[src/rtl/adc_rx_pkg.sv]
package adc_rx_pkg;

    typedef enum logic {
        FMT_FULL = 1'b0,
        FMT_DDR  = 1'b1
    } rx_fmt_e;

    typedef enum logic {
        PH_WAIT_RISE = 1'b0,
        PH_HAVE_RISE = 1'b1
    } ddr_phase_e;

endpackage

[src/rtl/adc_rx_ddr_asm.sv]
module adc_rx_ddr_asm
    import adc_rx_pkg::*;
#(
    parameter int SAMPLE_W = 14,
    localparam int LANES = SAMPLE_W / 2
) (
    input  logic                clk_i,
    input  logic                rst_ni,
    input  logic                ddr_mode_i,
    input  logic [LANES-1:0]    half_data_i,
    input  logic                half_rise_i,
    input  logic                half_vld_i,
    output logic [SAMPLE_W-1:0] word_o,
    output logic                word_stb_o,
    output logic                armed_o
);

    typedef struct packed {
        ddr_phase_e       phase;
        logic [LANES-1:0] rise;
    } asm_state_t;

    asm_state_t st_d, st_q;
    logic [SAMPLE_W-1:0] joined_d;

    // Lane k: rising piece -> bit 2k+1, falling piece -> bit 2k
    for (genvar k = 0; k < LANES; k++) begin : g_lane
        assign joined_d[2*k+1] = st_q.rise[k];
        assign joined_d[2*k]   = half_data_i[k];
    end

    always_comb begin
        st_d       = st_q;
        word_stb_o = 1'b0;
        word_o     = joined_d;
        if (rx_fmt_e'(ddr_mode_i) == FMT_FULL) begin
            st_d.phase = PH_WAIT_RISE;
        end else if (half_vld_i) begin
            if (half_rise_i) begin
                st_d.rise  = half_data_i;
                st_d.phase = PH_HAVE_RISE;
            end else if (st_q.phase == PH_HAVE_RISE) begin
                word_stb_o = 1'b1;
                st_d.phase = PH_WAIT_RISE;
            end
        end
    end

    always_ff @(posedge clk_i) begin
        if (!rst_ni) begin
            st_q <= '{phase: PH_WAIT_RISE, rise: '0};
        end else begin
            st_q <= st_d;
        end
    end

    assign armed_o = (st_q.phase == PH_HAVE_RISE);

    p_pair_disarms_r4 : assert property (@(posedge clk_i) disable iff (!rst_ni)
        (ddr_mode_i && half_vld_i && !half_rise_i && armed_o) |=> !armed_o);

    p_rise_arms_r6 : assert property (@(posedge clk_i) disable iff (!rst_ni)
        (ddr_mode_i && half_vld_i && half_rise_i)
            |=> (armed_o && st_q.rise == $past(half_data_i)));

    p_full_disarms_r8 : assert property (@(posedge clk_i) disable iff (!rst_ni)
        !ddr_mode_i |=> !armed_o);

    p_orphan_fall_r5 : assert property (@(posedge clk_i) disable iff (!rst_ni)
        (half_vld_i && !half_rise_i && !armed_o) |-> !word_stb_o);

endmodule

[src/rtl/adc_rx_unscramble.sv]
module adc_rx_unscramble #(
    parameter int SAMPLE_W = 14
) (
    input  logic                pol_en_i,
    input  logic                rnd_en_i,
    input  logic [SAMPLE_W-1:0] coded_i,
    output logic [SAMPLE_W-1:0] plain_o
);

    logic [SAMPLE_W-1:0] odd_mask;
    logic [SAMPLE_W-1:0] restored;
    logic                lsb_key;

    for (genvar i = 0; i < SAMPLE_W; i++) begin : g_mask
        assign odd_mask[i] = (i % 2 == 1);
    end

    // Step 1: polarity restore; step 2: descramble with restored LSB
    always_comb begin
        restored = pol_en_i ? (coded_i ^ odd_mask) : coded_i;
        lsb_key  = rnd_en_i & restored[0];
        plain_o  = restored ^ {{(SAMPLE_W-1){lsb_key}}, 1'b0};
    end

    always_comb begin
        p_lsb_untouched_r10 : assert (plain_o[0] == coded_i[0]);
    end

endmodule

[src/rtl/adc_rx_decoder.sv]
module adc_rx_decoder
    import adc_rx_pkg::*;
#(
    parameter int SAMPLE_W = 14,
    localparam int LANES = SAMPLE_W / 2
) (
    input  logic                clk_i,
    input  logic                rst_ni,
    input  logic                ddr_mode_i,
    input  logic                pol_en_i,
    input  logic                rnd_en_i,
    input  logic [SAMPLE_W-1:0] par_data_i,
    input  logic                par_vld_i,
    input  logic [LANES-1:0]    half_data_i,
    input  logic                half_rise_i,
    input  logic                half_vld_i,
    output logic [SAMPLE_W-1:0] sample_o,
    output logic                sample_vld_o
);

    typedef struct packed {
        logic [SAMPLE_W-1:0] sample;
        logic                vld;
    } out_state_t;

    out_state_t          st_d, st_q;
    logic [SAMPLE_W-1:0] ddr_word;
    logic                ddr_stb;
    logic                ddr_armed;
    logic [SAMPLE_W-1:0] raw_word;
    logic                raw_stb;
    logic [SAMPLE_W-1:0] plain_word;

    adc_rx_ddr_asm #(.SAMPLE_W(SAMPLE_W)) u_asm (
        .clk_i       (clk_i),
        .rst_ni      (rst_ni),
        .ddr_mode_i  (ddr_mode_i),
        .half_data_i (half_data_i),
        .half_rise_i (half_rise_i),
        .half_vld_i  (half_vld_i),
        .word_o      (ddr_word),
        .word_stb_o  (ddr_stb),
        .armed_o     (ddr_armed)
    );

    always_comb begin
        if (rx_fmt_e'(ddr_mode_i) == FMT_DDR) begin
            raw_word = ddr_word;
            raw_stb  = ddr_stb;
        end else begin
            raw_word = par_data_i;
            raw_stb  = par_vld_i;
        end
    end

    adc_rx_unscramble #(.SAMPLE_W(SAMPLE_W)) u_unscr (
        .pol_en_i (pol_en_i),
        .rnd_en_i (rnd_en_i),
        .coded_i  (raw_word),
        .plain_o  (plain_word)
    );

    always_comb begin
        st_d     = st_q;
        st_d.vld = raw_stb;
        if (raw_stb) begin
            st_d.sample = plain_word;
        end
    end

    always_ff @(posedge clk_i) begin
        if (!rst_ni) begin
            st_q <= '0;
        end else begin
            st_q <= st_d;
        end
    end

    assign sample_o     = st_q.sample;
    assign sample_vld_o = st_q.vld;

    p_full_plain_r2 : assert property (@(posedge clk_i) disable iff (!rst_ni)
        (!ddr_mode_i && par_vld_i && !pol_en_i && !rnd_en_i)
            |=> (sample_vld_o && sample_o == $past(par_data_i)));

    p_ddr_ignores_par_r7 : assert property (@(posedge clk_i) disable iff (!rst_ni)
        (ddr_mode_i && !half_vld_i) |=> !sample_vld_o);

    p_full_ignores_half_r7 : assert property (@(posedge clk_i) disable iff (!rst_ni)
        (!ddr_mode_i && !par_vld_i) |=> !sample_vld_o);

    p_orphan_no_sample_r5 : assert property (@(posedge clk_i) disable iff (!rst_ni)
        (ddr_mode_i && half_vld_i && !half_rise_i && !ddr_armed) |=> !sample_vld_o);

    p_rise_alone_silent_r4 : assert property (@(posedge clk_i) disable iff (!rst_ni)
        (ddr_mode_i && half_vld_i && half_rise_i) |=> !sample_vld_o);

endmodule

[config.mk]
export PLATFORM = sky130hd
export DESIGN_NAME = adc_rx_decoder
export DESIGN_NICKNAME = d
export VERILOG_FILES = /design/src/rtl/adc_rx_pkg.sv /design/src/rtl/adc_rx_ddr_asm.sv /design/src/rtl/adc_rx_unscramble.sv /design/src/rtl/adc_rx_decoder.sv
export SDC_FILE = /design/constraint.sdc
export NUM_CORES = 1
export LEC_CHECK = 0
export ABC_AREA = 1
export ABC_CLOCK_PERIOD_IN_PS = 1400
export BUFFER_PORTS_ARGS = -buffer_cell sky130_fd_sc_hd__buf_4
export CAP_MARGIN = 40
export CORE_MARGIN = 5
export CORE_UTILIZATION = 45
export CTS_BUF_LIST = sky130_fd_sc_hd__clkbuf_4 sky130_fd_sc_hd__clkbuf_8
export DETAILED_ROUTE_END_ITERATION = 8
export GPL_TIMING_DRIVEN = 0
export PLACE_DENSITY_LB_ADDON = 0.05
export SYNTH_ARGS = -nofsm -noshare
export SYNTH_HDL_FRONTEND = slang
export SYNTH_HIERARCHICAL = 1
export SYNTH_SLANG_ARGS = --single-unit
[constraint.sdc]
create_clock -name clk_i -period 1.4 [get_ports clk_i]
set_input_delay 0.21 -clock clk_i [delete_from_list [all_inputs] [get_ports clk_i]]
set_output_delay 0.21 -clock clk_i [all_outputs]
set_load 0.02 [all_outputs]
**After elaboration in Yosys (flattened, before gate mapping)**

Cells that the tools add are included.

- Reduce and logical (&&, ||, !) cells: 2
- Mux-type cells: 7
- Bitwise operators: 3

Operator list:

| kind | count |
|---|---|
| $mux W14 | 2 |
| $xor A14 B14 Y14 | 1 |
| $not A7 Y7 | 1 |
| $mux W1 | 5 |
| $reduce_and A3 Y1 | 1 |
| $reduce_and A2 Y1 | 1 |
| $and A1 B1 Y1 | 1 |

- Input port bits: 29
- Output and inout port bits: 15
- Logic and storage cells: 16
- Flip-flop bits (word level): 23

**Depth between registers and ports, before layout**

Gate-level depths: netlist of run 1.

- Depth in word-level cells: 5
- Depth in mapped cells: 13
- Gate-level depth less buffers: 11

**Modules after synthesis**

The synthesis of run 1 kept the hierarchy.

Modules (own cells, without submodules):

| module | cells each | seq. area each (um2) | instances | area an instance (um2) |
|---|---|---|---|---|
| adc_rx_decoder | 142 | 300.3 | 1 | 857.1 |
| adc_rx_ddr_asm | 59 | 160.2 | 1 | 414.1 |
| adc_rx_unscramble | 69 | 0.0 | 1 | 337.8 |

**Least setup slack after synthesis of run 1**

Ideal clock, no wire load.

- Path type: input to register
- From: in ddr_mode_i
- To: reg st_q, in the netlist sample_o[3]
- Data arrival time: 1.141 ns
- Buffers on the path: 2
- Library setup time: 0.064 ns
- Slack: 0.195 ns
- Cell stages on the path: 13
- Data required time: 1.336 ns
- Path through: buf_6 inv_4 buf_2 nand2_1 nand2_1 inv_1 nand2_1 nand3_1 nand2_1 inv_1 nand3_1 nand2_1 nor2_1

- Word-level cells in the longest chain between the ends: 4
- Elaborated cells between the ends (all ways): 6
- Those cells by class: 3 x mux; 3 x bitwise

RTL lines:

| item | RTL line | text |
|---|---|---|
| start, declared | adc_rx_decoder.sv:9 | `input logic ddr_mode_i,` |
| $mux W14 (*) | adc_rx_decoder.sv:47 | `if (rx_fmt_e'(ddr_mode_i) == FMT_DDR) begin` |
| named net raw_word[3] | adc_rx_decoder.sv:30 | `logic [SAMPLE_W-1:0] raw_word;` |
| $not A7 Y7 (no source line) | -- |  |
| $mux W14 (*) | adc_rx_unscramble.sv:20 | `restored = pol_en_i ? (coded_i ^ odd_mask) : coded_i;` |
| $xor A14 B14 Y14 (*) | adc_rx_unscramble.sv:22 | `plain_o = restored ^ {{(SAMPLE_W-1){lsb_key}}, 1'b0};` |
| named net plain_word[3] | adc_rx_decoder.sv:32 | `logic [SAMPLE_W-1:0] plain_word;` |
| end signal, assigned | adc_rx_decoder.sv:75 | `st_q <= st_d;` |
| end, declared | adc_rx_decoder.sv:26 | `out_state_t st_d, st_q;` |

The timed path passes the listed nets; every way through them passes the cells marked *.
A chain may end at the register's enable or synchronous reset.

**Worst setup path after layout of run 1**

- From: in ddr_mode_i
- To: reg st_q, in the netlist sample_o[1]

- Word-level cells in the longest chain between the ends: 4
- Elaborated cells between the ends (all ways): 6
- Those cells by class: 3 x mux; 3 x bitwise

RTL lines:

| item | RTL line | text |
|---|---|---|
| $mux W14 | adc_rx_decoder.sv:47 |  |
| named net raw_word[0] | adc_rx_decoder.sv:30 |  |
| $mux W14 | adc_rx_unscramble.sv:20 |  |
| $and A1 B1 Y1 | adc_rx_unscramble.sv:21 | `lsb_key = rnd_en_i & restored[0];` |
| $xor A14 B14 Y14 | adc_rx_unscramble.sv:22 |  |
| named net plain_word[1] | adc_rx_decoder.sv:32 |  |

The timed path passes the listed nets, and every way through them passes these cells.

==> out/qor.csv, run 1 <==
metric,value,unit
yosys_warnings,6,
end_kind,flop,
drt-pass1-iter-count,4,
holdPathEnd,u_asm/word_o[5],
grt_pass1_wl,5800,microns
finalPower,1.54,mW
r2r_end,sample_o[4],
cp-start-kind,input port,
drc,0,
grt.total_usage,14.0,%
fmax,857,MHz
ys_seq_area_share,28.6,%
syn_nets,299,
rsz0062_at_grt,no,
post_cts_buffers,0,
ctsHoldBuffers,0,
max_stage_delay,0.20,ns
synth_compound_area_share,1.01,%
routedWlPerCell,9.03,microns
ant_nets,0,
io_pins,44,
final_nets,347,
syn_avg_cell_area,5.96,sq um
tritoncts,yes,
drive_above_1_share,24.3,%
min_path_type,input port to flop,
antenna_found_initial,0,
regToRegStartpoint,u_asm/armed_o,
hpwl,2770,microns
viasPerCell,4.29,
pre_cts_ws,-0.107,ns
worst-r2r-cell-count,7,
drv_slew,0,
path_cells,"buf_4, buf_6, inv_4, nand2_1, nand2_1, nand2_2, inv_1, nand3_1, nand2_1, inv_1, nand3_1, nand2_1, nor2_1",
vdd_drop_max,641,uV
setup_viol,0,
synthesis.area,0.00161,sq mm
yosys.area_share.simple,47.7,%
cp_common_cell,nand2_1,
path_class,input port to flop,
postSynthCellCount,270,
fin_crit_sh,83.4,%
drt_wl_total,3280,microns
die_y,69.8,microns
critPathRequiredTime,1.65,ns
clkSlewWorstSetupHoldPaths,0.13,ns
cts_root_buf,clkbuf_4,
max_slew_margin,73.3,%
synth-seq-cells,23,
num_antenna_cells,0,
synthAdderAreaFrac,0,%
first_iter_violations,39,
hp-start,half_data_i[2],
critical_path.max_fanout,9,
final_common_cell,nand2_1,
power_density,764,mW/mm^2
hold_depth,3,
synth.distinct_cells,20,
arrival,1.42,ns
cts.sinks,23,
grt_pass1_vias,1413,
synth_xor_area_share,3.27,%
grt_start_max_net_pins,14,
slowest_stage,inv_1,
setup_ws,0.233,ns
fin_crit,1.17,ns
synthMuxAreaShare,0,%
tightest_slew,0.401,ns
cts_made_buffers,3,
gp_congestion,0.805,
p_leak,1.15,nW
htree_levels,1,
synth_top_family_by_area,simple AND/OR/NAND/NOR gates,
cts_buffer_depth,2,
num_vias,1557,
dieArea,0.00487,sq mm
clock_latency,0.31,ns
finalHoldViolCount,0,
mostFrequentLayoutCells,"103 x nand2_1, 51 x buf_4, 44 x nor2_1",
core-area,0.00339,sq mm
start_util,47.5,%
grt_overflow_total,0,
regToRegSetupSlack,0.25,ns
clock_skew,0.00749,ns
numPortBuffers,43,
status,finished clean,
max_cap_violations,0,
die_w,69.8,microns
area_delta_synth_final,25.3,%
rows,21,
post_cts_resized,0,
how the worst max path moves through the flow:
stage	end	cells after the start	startpoint	slack [ns]
2_1_floorplan	sample_o[3]	13	ddr_mode_i	0.19
5_1_grt	sample_o[1]	13	ddr_mode_i	0.02
3_3_place_gp	sample_o[1]	13	ddr_mode_i	-0.11
4_1_cts	sample_o[13]	13	ddr_mode_i	0.23
6_report	sample_o[1]	13	ddr_mode_i	0.23
3_5_place_dp	sample_o[13]	13	ddr_mode_i	-0.11
state kept, by name, summed over array words and instances (netlist names):
name,flops
sample_o,14
u_asm/armed_o,1
u_asm/word_o,7
sample_vld_o,1
routing by layer:
| layer | track usage, % | wire length, microns | vias to the layer above |
|---|---|---|---|
| li1 | - | - | 888 |
| met1 | 17.3 | 1490 | 633 |
| met4 | 1.91 | 21 | 0 |
| met5 | 0 | 0 | - |
| met3 | 5.22 | 247 | 2 |
| met2 | 23.6 | 1520 | 34 |
Yosys cell counts, drive strengths merged:
master	number	area, sq um
o21ai	1	16.3
nor3	1	5.00
and3	2	12.5
clkbuf	2	17.5
inv	34	130
xnor2	6	52.6
nor2	44	165
nand3	29	150
nand2	110	435
dfxtp	23	460
buf	18	164
final cells by class:
cell class,instances,area (sq um)
Buffer,20,181
Sequential cell,23,460
Timing Repair Buffer,43,323
Multi-Input combinational cell,193,837
Clock buffer,3,22.5
Tap cell,46,57.6
Clock inverter,1,5.00
Inverter,34,130
Fill cell,373,1370
through the flow:
stage | setup TNS [ns] | instance area [sq um] | util (%) | hold WS (ns) | std cells
after global placement | -0.643 | 1990 | 58.7 | 0.448 | 359
after detailed placement | -0.802 | 1990 | 58.7 | 0.455 | 359
after floorplan | 0 | 1610 | - | 0.331 | 270
after CTS | 0 | 2020 | 59.5 | 0.105 | 363
after global routing | 0 | 2020 | 59.5 | 0.102 | 363
final | 0 | 2020 | 59.5 | 0.124 | 363
logic make-up (layout without fill, tap and decap cells):
logic type / after synthesis / in the layout
flops: 23 / 23
compound gates: 1 / 1
xor+xnor: 6 / 6
simple gates: 186 / 186
buf+inv: 54 / 101
report_power, final:
| group | internal [mW] | switching [mW] | total [mW] |
|---|---|---|---|
| Sequential | 0.697 | 0.0195 | 0.717 |
| Clock | 0.107 | 0.204 | 0.311 |
| Combinational | 0.242 | 0.271 | 0.513 |
| Total | 1.05 | 0.494 | 1.54 |
worst max-delay path: cells and delay by family:
| family | cells | cell delay (ns) |
|---|---|---|
| AND/OR/NAND/NOR | 8 | 0.62 |
| buffers and inverters | 5 | 0.59 |
(Power assumes the default switching activity.)
==> run 2: changes to the inputs <==
- ABC_CLOCK_PERIOD_IN_PS: 1400 -> 1010
- clock period: 1.4 -> 1.01 ns (I/O delays scaled with it)
==> run 2 against run 1 <==
- the run now ends with negative setup slack left
- wire length up 10%
- die area unchanged
- non-clock buffer count up 6
- register-to-register slack worse by 0.32 ns
- via count is 4.4% higher
- setup slack worse by 0.31 ns
- largest power group unchanged
==> out/qor.csv, run 2 (synthesized netlist as in run 1, its figures left out) <==
metric,value,unit,change
finalPower,2.27,mW,+47%
io_pins,44,,unchanged
postPlaceCellArea,0.00208,sq mm,+4.7%
cts_buffer_depth,2,,unchanged
clkSlewWorstSetupHoldPaths,0.13,ns,about the same
grt_pass1_vias,1414,,+0.071%
max_stage_delay,0.35,ns,+0.15 ns
area_delta_synth_final,41.4,%,
vdd_drop_max,721,uV,+13%
fmax,922,MHz,
num_vias,1625,,+4.4%
setup_viol,13,,+13
setup_tns,-0.581,ns,-0.581 ns
fin_crit_sh,107,%,
ant_nets,0,,unchanged
tritoncts,yes,,
viasPerCell,4.40,,+2.7%
final_common_cell,nand2_1,,
finalHoldViolCount,0,,unchanged
drt-pass1-iter-count,4,,unchanged
cts_root_buf,clkbuf_4,,
min_path_type,input port to flop,,
die_y,69.8,microns,unchanged
setup_ws,-0.0742,ns,-0.307 ns
cp_num_buf_inv,2,,-3
cts.sinks,23,,unchanged
drv_slew,0,,unchanged
p_leak,1.25,nW,+8.2%
grt.total_usage,14.6,%,+0.63 points
critPathRequiredTime,1.22,ns,-0.43 ns
numPortBuffers,43,,unchanged
mostFrequentLayoutCells,"90 x nand2_1, 55 x buf_4, 44 x nor2_1",,
path_class,flop to flop,,
violations,negative setup slack,,
arrival,1.30,ns,-0.12 ns
dieArea,0.00487,sq mm,unchanged
drc,0,,unchanged
start_util,47.5,%,unchanged
clock_skew,0.00961,ns,+0.00212 ns
die_w,69.8,microns,unchanged
max_cap_violations,0,,unchanged
power_density,997,mW/mm^2,+31%
rsz0062_at_grt,yes,,
grt_start_max_net_pins,14,,unchanged
cp_top_family,simple AND/OR/NAND/NOR gates,,
critical_path.max_fanout,6,,-3
stdcell_count,369,,+1.7%
routedWlPerCell,9.80,microns,+8.5%
hpwl,2760,microns,-0.15%
cp-start-kind,flop,,
cts_made_buffers,3,,unchanged
first_iter_violations,29,,-26%
num_antenna_cells,0,,unchanged
path_cells,"and3_4, inv_2, nand2_4, buf_6, nand3_2, nand2_1, nor2_1",,
drive_above_1_share,40.9,%,+17 points
final_nets,353,,+1.7%
antenna_found_initial,0,,unchanged
clock_latency,0.31,ns,about the same
rows,21,,unchanged
core-area,0.00339,sq mm,unchanged
grt_pass1_wl,6020,microns,+3.8%
drt_wl_total,3620,microns,+10%
largest_reg_flops,14,,unchanged
dp.cells,359,,unchanged
htree_levels,1,,unchanged
final_area,0.00228,sq mm,+13%
slowest_stage,dfxtp_2,,
end_kind,flop,,
fin_crit,1.08,ns,
tightest_slew,0.379,ns,-0.0218 ns
gp_congestion,0.758,,-5.9%
status,"complete, but fails checks",,
grt_overflow_total,0,,unchanged
pre_cts_ws,-0.380,ns,-0.273 ns
max_slew_margin,74.7,%,+1.5 points
==> run 2: final timing paths <==
| check | startpoint | endpoint | slack [ns] | cells after the start |
|---|---|---|---|---|
| max | u_asm/armed_o | sample_o[4] | -0.07 | 7 |
| min | half_data_i[3] | u_asm/word_o[7] | 0.06 | 3 |
| max reg2reg | u_asm/armed_o | sample_o[4] | -0.07 | 7 |
| min reg2reg | sample_o[2] | sample_o[2] | 0.49 | 2 |
==> run 2: report_power, final <==
part           total (mW)  internal [mW]  switching [mW]
clock               0.424          0.148           0.276
combinational       0.847          0.406           0.441
sequential          0.997          0.970          0.0270
total                2.27           1.52           0.744
==> run 2: layout make-up <==
class,instances,area (sq um)
fill,350,1110
multi-input combinational,193,998
sequential,23,473
timing repair buffer,49,375
buffer,20,205
inverter,34,139
tap,46,57.6
clock buffer,3,22.5
clock inverter,1,5.00
==> run 2: timing repair <==
item / CTS / global route
buffers inserted: 0 / 4
hold endpoints to repair: 0 / 0
cloned: 1 / 1
endpoints found under the setup margin: 13 / 16
hold buffers: 0 / 0
gates resized for setup: 25 / 19
pin swaps: 12 / 15
==> run 2: layer usage <==
layer | global-route usage (%) | share of wire, %
met1 | 18.1 | 45
met2 | 25.3 | 49
met3 | 4.64 | 5.6
met4 | 1.91 | 0.33
met5 | 0 | 0
==> run 2: worst register-to-register path, cell delays in order, from the launching register on <==
cell,delay (ns)
dfxtp_2,0.35
and3_4,0.18
inv_2,0.04
nand2_4,0.10
buf_6,0.13
nand3_2,0.07
nand2_1,0.06
nor2_1,0.05
==> run 2: metrics by stage <==
stage | hold slack, ns | utilization, %
detailed placement | 0.395 | 61.5
global route | 0.0574 | 67.1
CTS | 0.0527 | 64.3
finish | 0.0596 | 67.1
floorplan | 0.265 | -
global placement | 0.387 | 61.5
